`src/rtl/tblx_pkg.sv`:
```
package tblx_pkg;
  typedef enum logic [1:0] {
    STEP_HOLD     = 2'b00,
    STEP_POST_INC = 2'b01,
    STEP_POST_DEC = 2'b10,
    STEP_PRE_INC  = 2'b11
  } step_mode_e;

  typedef enum logic [1:0] {
    SEL_LOW   = 2'b00,
    SEL_HIGH  = 2'b01,
    SEL_UPPER = 2'b10,
    SEL_LATCH = 2'b11
  } sw_sel_e;
endpackage

```
`src/rtl/tblx_step.sv`:
```
module tblx_step
  import tblx_pkg::*;
#(
  parameter int PTR_W  = 22,
  parameter int STEP_W = 21
) (
  input  logic [PTR_W-1:0] ptr_q,
  input  step_mode_e       mode,
  output logic [PTR_W-1:0] acc_addr,
  output logic [PTR_W-1:0] next_ptr
);
  localparam int TOP_W = PTR_W - STEP_W;
  localparam logic [STEP_W-1:0] ONE = {{(STEP_W-1){1'b0}}, 1'b1};

  logic [STEP_W-1:0] low_inc;
  logic [STEP_W-1:0] low_dec;
  logic [TOP_W-1:0]  top_keep;

  assign top_keep = ptr_q[PTR_W-1:STEP_W];
  assign low_inc  = ptr_q[STEP_W-1:0] + ONE;
  assign low_dec  = ptr_q[STEP_W-1:0] - ONE;

  always_comb begin
    acc_addr = ptr_q;
    next_ptr = ptr_q;
    case (mode)
      STEP_POST_INC: next_ptr = {top_keep, low_inc};
      STEP_POST_DEC: next_ptr = {top_keep, low_dec};
      STEP_PRE_INC: begin
        acc_addr = {top_keep, low_inc};
        next_ptr = {top_keep, low_inc};
      end
      default: ;
    endcase
  end
endmodule

```
`src/rtl/tblx_ptr_regs.sv`:
```
module tblx_ptr_regs
  import tblx_pkg::*;
#(
  parameter int PTR_W  = 22,
  parameter int STEP_W = 21
) (
  input  logic             clk,
  input  logic             rst_n,
  input  logic             sw_ptr_wr,
  input  sw_sel_e          sw_sel,
  input  logic [7:0]       sw_wdata,
  input  logic             step_en,
  input  logic [PTR_W-1:0] step_val,
  output logic [PTR_W-1:0] ptr_q
);
  localparam int UP_W = PTR_W - 16;

  logic [PTR_W-1:0] ptr_d;
  logic             ptr_en;

  assign ptr_en = sw_ptr_wr | step_en;

  always_comb begin
    ptr_d = ptr_q;
    if (sw_ptr_wr) begin
      case (sw_sel)
        SEL_LOW:   ptr_d[7:0]        = sw_wdata;
        SEL_HIGH:  ptr_d[15:8]       = sw_wdata;
        SEL_UPPER: ptr_d[PTR_W-1:16] = sw_wdata[UP_W-1:0];
        default: ;
      endcase
    end else if (step_en) begin
      ptr_d = step_val;
    end
  end

  always_ff @(posedge clk or negedge rst_n) begin
    if (!rst_n)      ptr_q <= '0;
    else if (ptr_en) ptr_q <= ptr_d;
  end

  // stepping never moves the space-select bit
  a_r8_top_bit_kept: assert property (@(posedge clk) disable iff (!rst_n)
    (step_en && !sw_ptr_wr) |=> ptr_q[PTR_W-1] == $past(ptr_q[PTR_W-1]));

  // a software write to the low byte wins over any step
  a_r11_sw_wins: assert property (@(posedge clk) disable iff (!rst_n)
    (sw_ptr_wr && sw_sel == SEL_LOW) |=> ptr_q[7:0] == $past(sw_wdata));
endmodule

```
`src/rtl/tblx_latch.sv`:
```
module tblx_latch #(
  parameter int DATA_W = 8
) (
  input  logic              clk,
  input  logic              rst_n,
  input  logic              rd_issue,
  input  logic              sw_wr,
  input  logic [DATA_W-1:0] sw_wdata,
  input  logic [DATA_W-1:0] mem_rdata,
  output logic [DATA_W-1:0] latch_q,
  output logic              done
);
  logic              rd_pend_q;
  logic [DATA_W-1:0] latch_d;
  logic              latch_en;

  assign latch_en = sw_wr | rd_pend_q;
  assign latch_d  = sw_wr ? sw_wdata : mem_rdata;
  assign done     = rd_pend_q;

  always_ff @(posedge clk or negedge rst_n) begin
    if (!rst_n) rd_pend_q <= 1'b0;
    else        rd_pend_q <= rd_issue;
  end

  always_ff @(posedge clk or negedge rst_n) begin
    if (!rst_n)        latch_q <= '0;
    else if (latch_en) latch_q <= latch_d;
  end

  // every read strobe is answered by done on the next cycle
  a_r9_done_follows: assert property (@(posedge clk) disable iff (!rst_n)
    rd_issue |=> done);

  // the byte returned during done is what the latch holds next
  a_r9_latch_capture: assert property (@(posedge clk) disable iff (!rst_n)
    (done && !sw_wr) |=> latch_q == $past(mem_rdata));
endmodule

```
`src/rtl/tblx_unit.sv`:
```
module tblx_unit
  import tblx_pkg::*;
#(
  parameter int PTR_W  = 22,
  parameter int STEP_W = 21,
  parameter int DATA_W = 8
) (
  input  logic              clk,
  input  logic              rst_n,
  input  logic              sw_wr_en,
  input  logic [1:0]        sw_sel,
  input  logic [7:0]        sw_wdata,
  input  logic              req_valid,
  input  logic              req_write,
  input  logic [1:0]        req_mode,
  output logic [7:0]        ptr_low,
  output logic [7:0]        ptr_high,
  output logic [7:0]        ptr_upper,
  output logic [DATA_W-1:0] latch_byte,
  output logic              done,
  output logic [PTR_W-1:0]  mem_addr,
  output logic              mem_rd,
  output logic              mem_wr,
  output logic [DATA_W-1:0] mem_wdata,
  input  logic [DATA_W-1:0] mem_rdata
);
  localparam int UP_W = PTR_W - 16;

  logic [1:0]       rst_sync_q;
  logic             rst_n_i;
  sw_sel_e          sel;
  step_mode_e       mode;
  logic             sw_ptr_wr;
  logic             sw_lat_wr;
  logic [PTR_W-1:0] ptr_q;
  logic [PTR_W-1:0] acc_addr;
  logic [PTR_W-1:0] next_ptr;

  always_ff @(posedge clk or negedge rst_n) begin
    if (!rst_n) rst_sync_q <= 2'b00;
    else        rst_sync_q <= {rst_sync_q[0], 1'b1};
  end
  assign rst_n_i = rst_sync_q[1];

  assign sel       = sw_sel_e'(sw_sel);
  assign mode      = step_mode_e'(req_mode);
  assign sw_ptr_wr = sw_wr_en && (sel != SEL_LATCH);
  assign sw_lat_wr = sw_wr_en && (sel == SEL_LATCH);

  tblx_step #(.PTR_W(PTR_W), .STEP_W(STEP_W)) u_step (
    .ptr_q    (ptr_q),
    .mode     (mode),
    .acc_addr (acc_addr),
    .next_ptr (next_ptr)
  );

  tblx_ptr_regs #(.PTR_W(PTR_W), .STEP_W(STEP_W)) u_ptr (
    .clk       (clk),
    .rst_n     (rst_n_i),
    .sw_ptr_wr (sw_ptr_wr),
    .sw_sel    (sel),
    .sw_wdata  (sw_wdata),
    .step_en   (req_valid),
    .step_val  (next_ptr),
    .ptr_q     (ptr_q)
  );

  tblx_latch #(.DATA_W(DATA_W)) u_latch (
    .clk       (clk),
    .rst_n     (rst_n_i),
    .rd_issue  (mem_rd),
    .sw_wr     (sw_lat_wr),
    .sw_wdata  (sw_wdata[DATA_W-1:0]),
    .mem_rdata (mem_rdata),
    .latch_q   (latch_byte),
    .done      (done)
  );

  assign mem_addr  = acc_addr;
  assign mem_rd    = req_valid && !req_write;
  assign mem_wr    = req_valid && req_write;
  assign mem_wdata = latch_byte;

  assign ptr_low   = ptr_q[7:0];
  assign ptr_high  = ptr_q[15:8];
  assign ptr_upper = {{(8-UP_W){1'b0}}, ptr_q[PTR_W-1:16]};

  // hold mode leaves the pointer untouched
  a_r4_hold_stable: assert property (@(posedge clk) disable iff (!rst_n_i)
    (req_valid && mode == STEP_HOLD && !sw_ptr_wr) |=> $stable(ptr_q));

  // post-increment raises the low field by one
  a_r5_post_inc: assert property (@(posedge clk) disable iff (!rst_n_i)
    (req_valid && mode == STEP_POST_INC && !sw_ptr_wr)
      |=> ptr_q[STEP_W-1:0] == $past(ptr_q[STEP_W-1:0]) + 1'b1);

  // the pre-increment access address becomes the new pointer
  a_r7_pre_inc_addr: assert property (@(posedge clk) disable iff (!rst_n_i)
    (req_valid && mode == STEP_PRE_INC && !sw_ptr_wr) |=> ptr_q == $past(mem_addr));
endmodule

```
`config.mk`:
```
export PLATFORM = sky130hd
export DESIGN_NAME = tblx_unit
export DESIGN_NICKNAME = d
export VERILOG_FILES = /design/src/rtl/tblx_pkg.sv /design/src/rtl/tblx_step.sv /design/src/rtl/tblx_ptr_regs.sv /design/src/rtl/tblx_latch.sv /design/src/rtl/tblx_unit.sv
export SDC_FILE = /design/constraint.sdc
export NUM_CORES = 1
export LEC_CHECK = 0
export ABC_AREA = 1
export BUFFER_PORTS_ARGS = -buffer_cell sky130_fd_sc_hd__buf_2
export CAP_MARGIN = 40
export CORE_MARGIN = 2
export CORE_UTILIZATION = 35
export DETAILED_ROUTE_END_ITERATION = 10
export PLACE_DENSITY = 0.63
export SKIP_LAST_GASP = 1
export SLEW_MARGIN = 20
export SYNTH_ARGS = -nofsm -noshare
export SYNTH_HDL_FRONTEND = slang
export SYNTH_SLANG_ARGS = --single-unit
```
`constraint.sdc`:
```
create_clock -name clk -period 4.2 [get_ports clk]
set_input_delay 0.42 -clock clk [delete_from_list [all_inputs] [get_ports clk]]
set_output_delay 0.42 -clock clk [all_outputs]
set_load 0.01 [all_outputs]
```
==> flow_summary.rst, run 1 <==
.. list-table::
   :header-rows: 1

   * - Metric
     - Value
   * - Placement Setup Slack
     - 1400 ps
   * - RSZ-0062 raised after global routing
     - false
   * - CP Data Required Time
     - 3780 ps
   * - Post-synth EDFFs
     - 0
   * - Transition time at the pin with the least slew margin
     - 773 ps
   * - Number of standard cells after synthesis
     - 508
   * - Via count of the first global-routing pass
     - ~3.2k
   * - Hold crit path type
     - register to async pin
   * - Starting utilization of the core area
     - 0.359
   * - Syn. warnings
     - 0
   * - Fraction of synthesized cell area taken by the top area cell type
     - 0.265
   * - Synthesized-area fraction occupied by and/or/nand/nor cells
     - 0.424
   * - Chip Width
     - 98.4 um
   * - Power density relative to cell area
     - approximately 420 nW/um^2
   * - Count of endpoints failing setup in the final report
     - 0
   * - Final Hold Violating Endpoints
     - 0
   * - Count of non-filler cells in the finished layout
     - 681
   * - Clock Skew
     - 13.0 ps
   * - Share of the synthesized area in compound gates (AO/OA/AOI/OAI)
     - 0.129
   * - Core box area
     - 8680 um^2
   * - Antenna violations before repair
     - 0
   * - Top post-synthesis cells by area
     - dfrtp_1 (26%), nand2_1 (14%), nand3_1 (12%)
   * - Final RePlAce weighted congestion
     - 0.939
   * - Leading register cell type out of synthesis
     - dfrtp_1
   * - Synthesized flop and latch total
     - 33
   * - Placed instance count
     - between 600 and 700
   * - Kind of start point of the critical path
     - input pin
   * - Largest fanout of any net on the critical path
     - 24
   * - Largest net degree at the start of global routing
     - 32
   * - Post-cts gate resize count
     - 0
   * - Number of post-CTS setup repair buffers
     - 0
   * - P_leak
     - around 0.0018 uW
   * - Area enclosed by the die boundary
     - 9680 um^2
   * - Height of the chip
     - a little under 100 um
   * - Cell area after synthesis
     - 3120 um^2
   * - First-pass GRT wire length
     - 16.8 mm
   * - Main combinational cell family by area after synthesis
     - simple AND/OR/NAND/NOR gates
   * - Vias after detailed routing
     - 3643
   * - Start of the worst register-to-register path
     - u_ptr.ptr_q[0]$_DFFE_PN0P_
   * - Synth Area in Adders
     - 0.00802
   * - Worst-path cell chain
     - buf_2, nand2_1, inv_1, nor2_1, a31oi_1, buf_2
   * - Portion of the clock cycle consumed by the worst path in the final layout
     - 0.680
   * - Multiplexer share of the synthesized area
     - 0
   * - Ant. Diodes
     - 0
   * - Setup_tns
     - 0 ps
   * - Sink Count
     - 33
   * - Largest vdd supply drop
     - 0.000149 V
   * - Routed WL
     - 10.6 mm
   * - Number of violations reported at the end of detailed-routing iteration 0
     - roughly 300
   * - Slowest CP cell
     - inv_1
   * - Number of inserted filler cells in the final layout
     - 963
   * - Number of max-capacitance violations reported
     - 0
   * - Xor and xnor fraction of the mapped netlist area
     - 0.0393
   * - Top-Level Pins
     - 90
   * - Sequential share of the synthesized area
     - 0.265
   * - Number of search-and-repair iterations in the first detailed-routing pass
     - 5
   * - Average instance area after synthesis
     - 6.14 um^2
   * - Number of different library cells in the post-synthesis netlist
     - 31
   * - Final count of pins violating max slew
     - 0
   * - DP HPWL
     - 7.95 mm
   * - Standard-cell row count
     - 34
   * - Source of the critical timing path
     - req_mode[0]
   * - Vias per inst
     - 5.35
   * - Highest Clock Rate
     - 0.350 GHz
   * - Insertion delay to the later sink of the worst-skew pair
     - between 200 and 300 ps
   * - Nature of the critical path endpoint
     - primary output
   * - Post-synthesis cell type with the largest combined area
     - dfrtp_1
   * - Slowest stage delay, CP
     - 720 ps
   * - H-tree depth reported by CTS
     - 2
   * - Total track usage
     - 0.215
   * - Type of the setup path with the least slack
     - input pin to primary output
   * - Total CTS buffers
     - 5
   * - Area growth from synthesis to layout
     - 15.5%
   * - Final critical delay including setup and external delays
     - 2850 ps
   * - Number of buffers between clock root and the deepest sink
     - 2
   * - DRC
     - 0
   * - Status
     - complete, no violations
   * - Arrival time at the worst endpoint
     - 2430 ps
   * - Count of hold buffers inserted by post-cts repair
     - 1
   * - Most used cell along the critical path
     - buf_2
   * - DR WL/cell
     - 15.5 um
   * - Clock-pin transition on the worst setup and hold timing paths
     - 90 ps
   * - Leftover overflow at the end of global routing
     - 0
   * - Clock tree from TritonCTS
     - yes
   * - Setup slack of the critical path after layout
     - 1350 ps
   * - Minimum hold slack
     - 279 ps
   * - Clock root buffer
     - clkbuf_8
   * - Max-slew headroom at the worst pin
     - 0.483
   * - Count of buffers inserted at the top-level ports
     - 87
   * - Post-synthesis async set-or-reset flop share
     - 1.00
   * - Number of routed nets with antenna violations
     - 0
   * - Final net count
     - 599
   * - Fraction of layout cells with a size suffix above 1
     - 0.201
[where the power goes]
group | total (uW) | switching [uW] | internal (uW)
clock network | 329 | 135 | 194
logic | 681 | 432 | 249
registers | 517 | 140 | 377
[cells by family (layout without fill, tap and decap cells)]
family | count (synthesis) | after routing
flops | 33 | 33
compound gates | 68 | 68
buf+inv | 83 | 147
xor+xnor | 14 | 14
simple gates | 306 | 306
other cells | 2 | 3
fa+ha+maj | 2 | 2
[placed cells by master (no fill, tap or decap)]
cell type / n
o211ai_1: 12
o21ai_1: 1
a22oi_1: 9
inv_1: 43
and2_1: 1
nand4_1: 9
o21ai_0: 27
nand2_1: 115
dfrtp_1: 33
nor2_4: 4
inv_4: 1
nand3_2: 1
xnor2_1: 2
clkbuf_8: 6
conb_1: 3
a31oi_1: 5
clkinv_1: 1
clkbuf_1: 1
dlygate4sd3_1: 1
buf_4: 1
nor3_1: 1
nor2_2: 5
bufinv_16: 1
a21oi_1: 13
ha_1: 2
inv_2: 5
nand2_2: 3
nand3_1: 72
buf_2: 87
o21ai_2: 1
nor2_1: 95
xor2_1: 12
[area by class of cell]
type	count	area, um^2	area share
Clock buffer	7	86.3	0.0240
Multi-Input combinational cell	393	1880	0.523
Inverter	50	190	0.0528
Clock inverter	1	30.0	0.00833
Timing Repair Buffer	89	453	0.126
Sequential cell	33	826	0.229
Tap cell	108	135	0.0375
[metal layers]
metal | global-route usage | routed length, um | vias to the layer above
met3 | 0.0315 | 926 | 22
met1 | 0.295 | 4490 | 1655
met2 | 0.355 | 4910 | 196
met5 | 0 | 0 | -
met4 | 0.0611 | 250 | 0
li1 | - | - | 1770
[state kept, by name, summed over array words and instances (netlist names)]
signal,count
u_latch.latch_q,8
u_latch.done,1
u_ptr.ptr_q,22
rst_sync_q,2
[worst max-delay path, delay by kind of cell]
kind	cells	cell delay, ps
buf+inv	3	1290
simple gates	2	570
compound gates	1	160
[path summary, 6_finish.rpt]
| path | endpoint | slack, ps | cells after the start |
|---|---|---|---|
| setup / recovery | mem_addr[11] | 1350 | 6 |
| hold / removal | u_ptr.ptr_q[2]$_DFFE_PN0P_ | 280 | 1 |
| setup reg to reg | u_ptr.ptr_q[8]$_DFFE_PN0P_ | 2250 | 8 |
| hold reg to reg | u_ptr.ptr_q[2]$_DFFE_PN0P_ | 280 | 1 |
| max in group asynchronous | u_ptr.ptr_q[17]$_DFFE_PN0P_ | 3600 | 1 |
| min in group clk | u_latch.done$_DFF_PN0_ | 310 | 2 |
[metrics by stage]
step | total power (uW) | utilization | area, um^2
after CTS | 1540 | 0.415 | 3600
after detailed placement | 1200 | 0.401 | 3480
after global placement | 1190 | 0.401 | 3480
after global routing | 1650 | 0.415 | 3600
after floorplan | 982 | - | 3120
final | 1530 | 0.415 | 3600
[synth_stat cells (all sizes together), types with 2 or more instances]
cell type,number
a21oi,13
a22oi,9
a31oi,5
buf,28
clkbuf,5
conb,2
dfrtp,33
ha,2
inv,49
nand2,118
nand3,73
nand4,9
nor2,104
o211ai,12
o21ai,29
xnor2,2
xor2,12
(Power assumes the default switching activity.)
==> run 2: changes to the inputs <==
--- a/config.mk
+++ b/config.mk
@@ -11,7 +11,7 @@
 export CORE_MARGIN = 2
 export CORE_UTILIZATION = 35
 export DETAILED_ROUTE_END_ITERATION = 10
-export PLACE_DENSITY = 0.63
+export PLACE_DENSITY = 0.65
 export SKIP_LAST_GASP = 1
 export SLEW_MARGIN = 20
 export SYNTH_ARGS = -nofsm -noshare
==> constraint.sdc (replaced) <==
create_clock -name clk -period 2.6 [get_ports clk]
set_input_delay 0.26 -clock clk [delete_from_list [all_inputs] [get_ports clk]]
set_output_delay 0.26 -clock clk [all_outputs]
set_load 0.01 [all_outputs]
==> flow_summary.rst, run 2 (synthesized netlist as in run 1, its figures left out) <==
.. list-table::
   :header-rows: 1

   * - Metric
     - Value
   * - Number of routed nets with antenna violations
     - 0 (unchanged)
   * - Setup slack of the critical path after layout
     - 192 ps (-1150 ps)
   * - Minimum hold slack
     - 135 ps (-144 ps)
   * - Height of the chip
     - 98.4 um (unchanged)
   * - Largest net degree at the start of global routing
     - 32 (unchanged)
   * - CP Data Required Time
     - 2340 ps (-1440 ps)
   * - Hold Startpoint
     - req_write
   * - RSZ-0062 raised after global routing
     - false
   * - Final Hold Violating Endpoints
     - 0 (unchanged)
   * - Vias per inst
     - 5.32 (-0.64%)
   * - Chip Width
     - 98.4 um (unchanged)
   * - Clock Skew
     - 6.02 ps (-7.00 ps)
   * - Transition time at the pin with the least slew margin
     - 778 ps (+4.61 ps)
   * - Count of non-filler cells in the finished layout
     - 685 (+0.59%)
   * - Vias after detailed routing
     - 3641 (-0.055%)
   * - Nature of the critical path endpoint
     - primary output
   * - Leading cell type in the layout, fill and taps excluded
     - nand2_1
   * - Top-Level Pins
     - 90 (unchanged)
   * - Final critical delay including setup and external delays
     - 2410 ps
   * - Placed instance count
     - 676 (+0.60%)
   * - Number of buffers between clock root and the deepest sink
     - 2 (unchanged)
   * - Highest Clock Rate
     - 0.415 GHz
   * - Clock root buffer
     - clkbuf_8
   * - Power density relative to cell area
     - 684 nW/um^2 (+61%)
   * - Final net count
     - 603 (+0.67%)
   * - Core box area
     - 8680 um^2 (unchanged)
   * - Reg-to-reg critical path endpoint
     - u_ptr.ptr_q[8]$_DFFE_PN0P_
   * - Clock-pin transition on the worst setup and hold timing paths
     - 80 ps (about the same)
   * - Largest fanout of any net on the critical path
     - 7 (-71%)
   * - Starting utilization of the core area
     - 0.359 (unchanged)
   * - Fraction of layout cells with a size suffix above 1
     - 0.206 (+0.00554)
   * - Total CTS buffers
     - 5 (unchanged)
   * - Largest registers ranked by flip-flop count
     - u_ptr.ptr_q x22, u_latch.latch_q x8, rst_sync_q x2
   * - Count of buffers inserted at the top-level ports
     - 87 (unchanged)
   * - Register-to-Register Path Depth
     - 8 (unchanged)
   * - Setup_tns
     - 0 ps (unchanged)
   * - Hold Path Cell Cnt
     - 2
   * - Insertion delay to the later sink of the worst-skew pair
     - 290 ps (about the same)
   * - Type of the setup path with the least slack
     - register to primary output
   * - DRC
     - 0 (unchanged)
   * - Kind of start point of the critical path
     - register
   * - P_leak
     - 0.00182 uW (+1.0%)
   * - Arrival time at the worst endpoint
     - 2150 ps (-280 ps)
   * - Final RePlAce weighted congestion
     - 0.985 (+4.9%)
   * - Biggest register
     - u_ptr.ptr_q
   * - Placement Setup Slack
     - 556 ps (-844 ps)
   * - Number of search-and-repair iterations in the first detailed-routing pass
     - 5 (unchanged)
   * - Antenna violations before repair
     - 0 (unchanged)
   * - Standard-cell row count
     - 34 (unchanged)
   * - Total track usage
     - 0.222 (+0.00699)
   * - Status
     - complete, no violations
   * - Hold path endpoint
     - u_latch.done$_DFF_PN0_
   * - Count of endpoints failing setup in the final report
     - 0 (unchanged)
   * - Most frequent cells in the layout
     - nand2_1 (115), nor2_1 (95), buf_2 (87)
   * - Area growth from synthesis to layout
     - 16.5%
   * - Number of max-capacitance violations reported
     - 0 (unchanged)
   * - Leftover overflow at the end of global routing
     - 0 (unchanged)
   * - Routed WL
     - 10.8 mm (+2.3%)
   * - Number of inserted filler cells in the final layout
     - 991 (+2.9%)
   * - Register-to-Register Setup Slack
     - 720 ps (-1530 ps)
   * - Max-slew headroom at the worst pin
     - 0.480 (-0.00308)
   * - DP HPWL
     - 8.29 mm (+4.3%)
   * - Number of violations reported at the end of detailed-routing iteration 0
     - 303 (-1.3%)
   * - Via count of the first global-routing pass
     - 3359 (+3.4%)
   * - Area enclosed by the die boundary
     - 9680 um^2 (unchanged)
   * - Final count of pins violating max slew
     - 0 (unchanged)
   * - First-pass GRT wire length
     - 17.2 mm (+2.6%)
   * - Portion of the clock cycle consumed by the worst path in the final layout
     - 0.926
   * - Largest vdd supply drop
     - 0.000292 V (+96%)
   * - Sink Count
     - 33 (unchanged)
   * - Clock tree from TritonCTS
     - yes
   * - Number of flip-flops in the largest register
     - 22 (unchanged)
   * - H-tree depth reported by CTS
     - 2 (unchanged)
   * - Ant. Diodes
     - 0 (unchanged)
   * - Start of the worst register-to-register path
     - u_ptr.ptr_q[0]$_DFFE_PN0P_
   * - DR WL/cell
     - 15.8 um (+1.7%)
   * - Hold crit path type
     - input pin to register
run 2: routing by layer:
layer  share of wire  track usage
met1            0.44        0.305
met2            0.46        0.358
met3           0.083       0.0358
met4           0.022       0.0727
met5               0            0
run 2: report_power, final:
group / internal [uW] / switching [uW]
combinational: 410 / 715
sequential: 610 / 222
clock: 313 / 216
run 2: stage by stage:
stage                     area (um^2)  power, uW  utilization
after CTS                        3630       2480        0.419
after global routing             3630       2670        0.419
after global placement           3510       1940        0.404
after detailed placement         3510       1950        0.404
after floorplan                  3120       1590            -
final                            3630       2490        0.419
run 2: worst max-delay path, stage by stage, from the launching register on:
cell	delay, ps
dfrtp_1	490
ha_1	250
nand2_1	100
nor2_4	180
nand2_2	120
o21ai_0	250
nand2_1	100
nand2_1	60
o21ai_0	120
buf_2	190
run 2: worst max path at each step:
stage | slack [ps] | end | depth (start not counted) | startpoint
floorplan | 840 | mem_addr[18] | 7 | u_ptr.ptr_q[0]$_DFFE_PN0P_
global placement | 620 | mem_addr[14] | 9 | u_ptr.ptr_q[0]$_DFFE_PN0P_
detailed placement | 560 | mem_addr[14] | 9 | u_ptr.ptr_q[0]$_DFFE_PN0P_
CTS | 230 | mem_addr[14] | 9 | u_ptr.ptr_q[0]$_DFFE_PN0P_
global route | 30 | mem_addr[16] | 9 | u_ptr.ptr_q[1]$_DFFE_PN0P_
finish | 190 | mem_addr[14] | 9 | u_ptr.ptr_q[0]$_DFFE_PN0P_
run 2: final cells by class:
class                      count  area [um^2]  area share
clock inverter                 1         30.0     0.00826
multi-input combinational    393         1880       0.518
timing repair buffer          93          483       0.133
inverter                      50          190      0.0523
clock buffer                   7         86.3      0.0238
sequential                    33          826       0.227
tap                          108          135      0.0372
run 2: repair_timing:
item,in CTS,in global routing
setup endpoints to repair,0,0
buffers inserted,0,0
endpoints found under the hold margin,2,0
resized for setup,0,0
hold buffers,1,0
==> run 3: changes to the inputs <==
==> constraint.sdc (replaced) <==
create_clock -name clk -period 2.6 [get_ports clk]
set_input_delay 0.52 -clock clk [delete_from_list [all_inputs] [get_ports clk]]
set_output_delay 0.52 -clock clk [all_outputs]
set_load 0.01 [all_outputs]
==> flow_summary.rst, run 3 (synthesized netlist as in run 1, its figures left out) <==
.. list-table::
   :header-rows: 1

   * - Metric
     - Value
   * - Status
     - complete, no violations
   * - Largest registers ranked by flip-flop count
     - u_ptr.ptr_q x22, u_latch.latch_q x8, rst_sync_q x2
   * - Met2 track utilization from global routing
     - 0.362 (+0.00366)
   * - Sink Count
     - 33 (unchanged)
   * - Largest fanout of any net on the critical path
     - 10 (+3)
   * - H-tree depth reported by CTS
     - 2 (unchanged)
   * - DR WL/cell
     - 15.9 um (+0.79%)
   * - Cell area after layout
     - 3700 um^2 (+1.7%)
   * - Antenna violations before repair
     - 0 (unchanged)
   * - Standard-cell row count
     - 34 (unchanged)
   * - Reg-to-reg critical path endpoint
     - u_ptr.ptr_q[8]$_DFFE_PN0P_
   * - Biggest register
     - u_ptr.ptr_q
   * - Placed Area
     - 3530 um^2 (+0.78%)
   * - Hold crit path type
     - register to async pin
   * - Total track usage
     - 0.225 (+0.00240)
   * - Number of max-capacitance violations reported
     - 0 (unchanged)
   * - Core box area
     - 8680 um^2 (unchanged)
   * - Transition time at the pin with the least slew margin
     - 765 ps (-13.0 ps)
   * - Routed WL
     - 11.0 mm (+1.5%)
   * - Count of non-filler cells in the finished layout
     - 690 (+0.73%)
   * - Nature of the critical path endpoint
     - primary output
   * - Height of the chip
     - 98.4 um (unchanged)
   * - Final count of pins violating max slew
     - 0 (unchanged)
   * - Count of endpoints failing setup in the final report
     - 0 (unchanged)
   * - Chip Width
     - 98.4 um (unchanged)
   * - Number of buffers between clock root and the deepest sink
     - 2 (unchanged)
   * - Starting utilization of the core area
     - 0.359 (unchanged)
   * - Final critical delay including setup and external delays
     - 2430 ps (+21.8 ps)
   * - First-pass GRT wire length
     - 17.4 mm (+1.0%)
   * - Max-slew headroom at the worst pin
     - 0.489 (+0.00872)
   * - CP Data Required Time
     - 2080 ps (-260 ps)
   * - Register-to-Register Setup Slack
     - 710 ps (about the same)
   * - Placed instance count
     - 678 (+0.30%)
   * - Arrival time at the worst endpoint
     - 1910 ps (-240 ps)
   * - DRC
     - 0 (unchanged)
   * - Global routing usage on met1
     - 0.306 (+0.000896)
   * - Clock tree from TritonCTS
     - yes
   * - Final net count
     - 608 (+0.83%)
   * - Clock root buffer
     - clkbuf_8
   * - Highest Clock Rate
     - 0.412 GHz (-0.90%)
   * - Number of search-and-repair iterations in the first detailed-routing pass
     - 5 (unchanged)
   * - Count of buffers inserted at the top-level ports
     - 87 (unchanged)
   * - Final Hold Violating Endpoints
     - 0 (unchanged)
   * - Area enclosed by the die boundary
     - 9680 um^2 (unchanged)
   * - P_leak
     - 0.00183 uW (+1.1%)
   * - P_sw
     - 1160 uW (+0.59%)
   * - Start of the worst register-to-register path
     - u_ptr.ptr_q[1]$_DFFE_PN0P_
   * - Power density relative to cell area
     - 682 nW/um^2 (-0.29%)
   * - Leftover overflow at the end of global routing
     - 0 (unchanged)
   * - Vias per inst
     - 5.38 (+1.2%)
   * - Largest vdd supply drop
     - 0.000252 V (-14%)
   * - Share of power burned in registers
     - 0.325 (-0.010)
   * - Kind of start point of the critical path
     - register
   * - Number of routed nets with antenna violations
     - 0 (unchanged)
   * - Share of power burned in the clock network
     - 0.211 (-0.002)
   * - Number of flip-flops in the largest register
     - 22 (unchanged)
   * - Clock-pin transition on the worst setup and hold timing paths
     - 80 ps (about the same)
   * - Via count of the first global-routing pass
     - 3449 (+2.7%)
   * - Setup_tns
     - 0 ps (unchanged)
   * - Insertion delay to the later sink of the worst-skew pair
     - 300 ps (about the same)
   * - Fraction of layout cells with a size suffix above 1
     - 0.229 (+0.0223)
   * - Top-Level Pins
     - 90 (unchanged)
   * - Proportion of power drawn by combinational gates
     - 0.464 (+0.011)
   * - Ant. Diodes
     - 0 (unchanged)
   * - Number of violations reported at the end of detailed-routing iteration 0
     - 320 (+5.6%)
   * - Sw Ratio
     - 0.460 (-0.00381)
   * - Largest net degree at the start of global routing
     - 32 (unchanged)
   * - Most utilized layer in the global route result
     - met2
   * - Register-to-Register Path Depth
     - 9 (+1)
   * - Minimum hold slack
     - 289 ps (+154 ps)
   * - Leading cell type in the layout, fill and taps excluded
     - nand2_1
   * - Final RePlAce weighted congestion
     - 1.01 (+2.3%)
   * - Type of the setup path with the least slack
     - register to primary output
   * - Total CTS buffers
     - 5 (unchanged)
   * - Most frequent cells in the layout
     - nand2_1 (115), nor2_1 (95), buf_2 (87)
   * - Final design utilization
     - 0.426 (+0.00721)
   * - Clock Skew
     - 7.84 ps (+1.82 ps)
   * - Vias after detailed routing
     - 3711 (+1.9%)
   * - Global Route met3 Usage
     - 0.0394 (+0.00358)
   * - Internal power
     - 1360 uW (+2.1%)
   * - DP HPWL
     - 8.25 mm (-0.42%)
   * - Area growth from synthesis to layout
     - 18.5%
   * - Portion of the clock cycle consumed by the worst path in the final layout
     - 0.934 (+0.00840)
[run 3: worst max-delay path, cell delays in order, from the launching register on]
cell and delay, ps:
dfrtp_1 550, nand2_1 140, nor2_1 200, nand3_1 90, o21ai_0 220, nand2_1 80, nand2_1 50, o21ai_0 110
buf_2 170
[run 3: what timing repair did]
action,in CTS,in global routing
resized for setup,0,9
endpoints found under the setup margin,0,8
hold buffers,1,0
endpoints found under the hold margin,2,0
setup buffers,0,3
[run 3: power groups by stage]
stage	clock, uW	sequential [uW]	combinational, uW
after global routing	567	838	1300
after detailed placement	0	826	1130
after floorplan	0	778	808
after global placement	0	818	1120
after CTS	535	818	1130
final	532	821	1170
[run 3: area by class of cell]
class	instances	area, um^2
Clock buffer	7	86.3
Clock inverter	1	30.0
Fill cell	919	4980
Inverter	50	190
Multi-Input combinational cell	393	1890
Sequential cell	33	836
Tap cell	108	135
Timing Repair Buffer	98	533
[run 3: worst max-delay path by stage]
stage,startpoint,slack [ps],end,depth (start not counted)
4_1_cts,u_ptr.ptr_q[0]$_DFFE_PN0P_,30,mem_addr[14],9
6_report,u_ptr.ptr_q[10]$_DFFE_PN0P_,170,mem_addr[14],8
2_1_floorplan,u_ptr.ptr_q[0]$_DFFE_PN0P_,580,mem_addr[18],7
5_1_grt,u_ptr.ptr_q[0]$_DFFE_PN0P_,-3,mem_addr[14],10
3_5_place_dp,u_ptr.ptr_q[0]$_DFFE_PN0P_,360,mem_addr[14],9
3_3_place_gp,u_ptr.ptr_q[0]$_DFFE_PN0P_,410,mem_addr[14],9
[run 3: per-stage QoR]
stage | power (uW) | setup slack (ps)
5_1_grt | 2710 | -2.96
2_1_floorplan | 1590 | 579
3_3_place_gp | 1940 | 414
3_5_place_dp | 1950 | 359
4_1_cts | 2490 | 26.1
6_report | 2520 | 171
[run 3: layer usage]
metal / vias up / part of all wire
met5: - / 0
met4: 0 / 0.020
met1: 1712 / 0.44
li1: 1782 / -
met3: 22 / 0.085
met2: 195 / 0.46
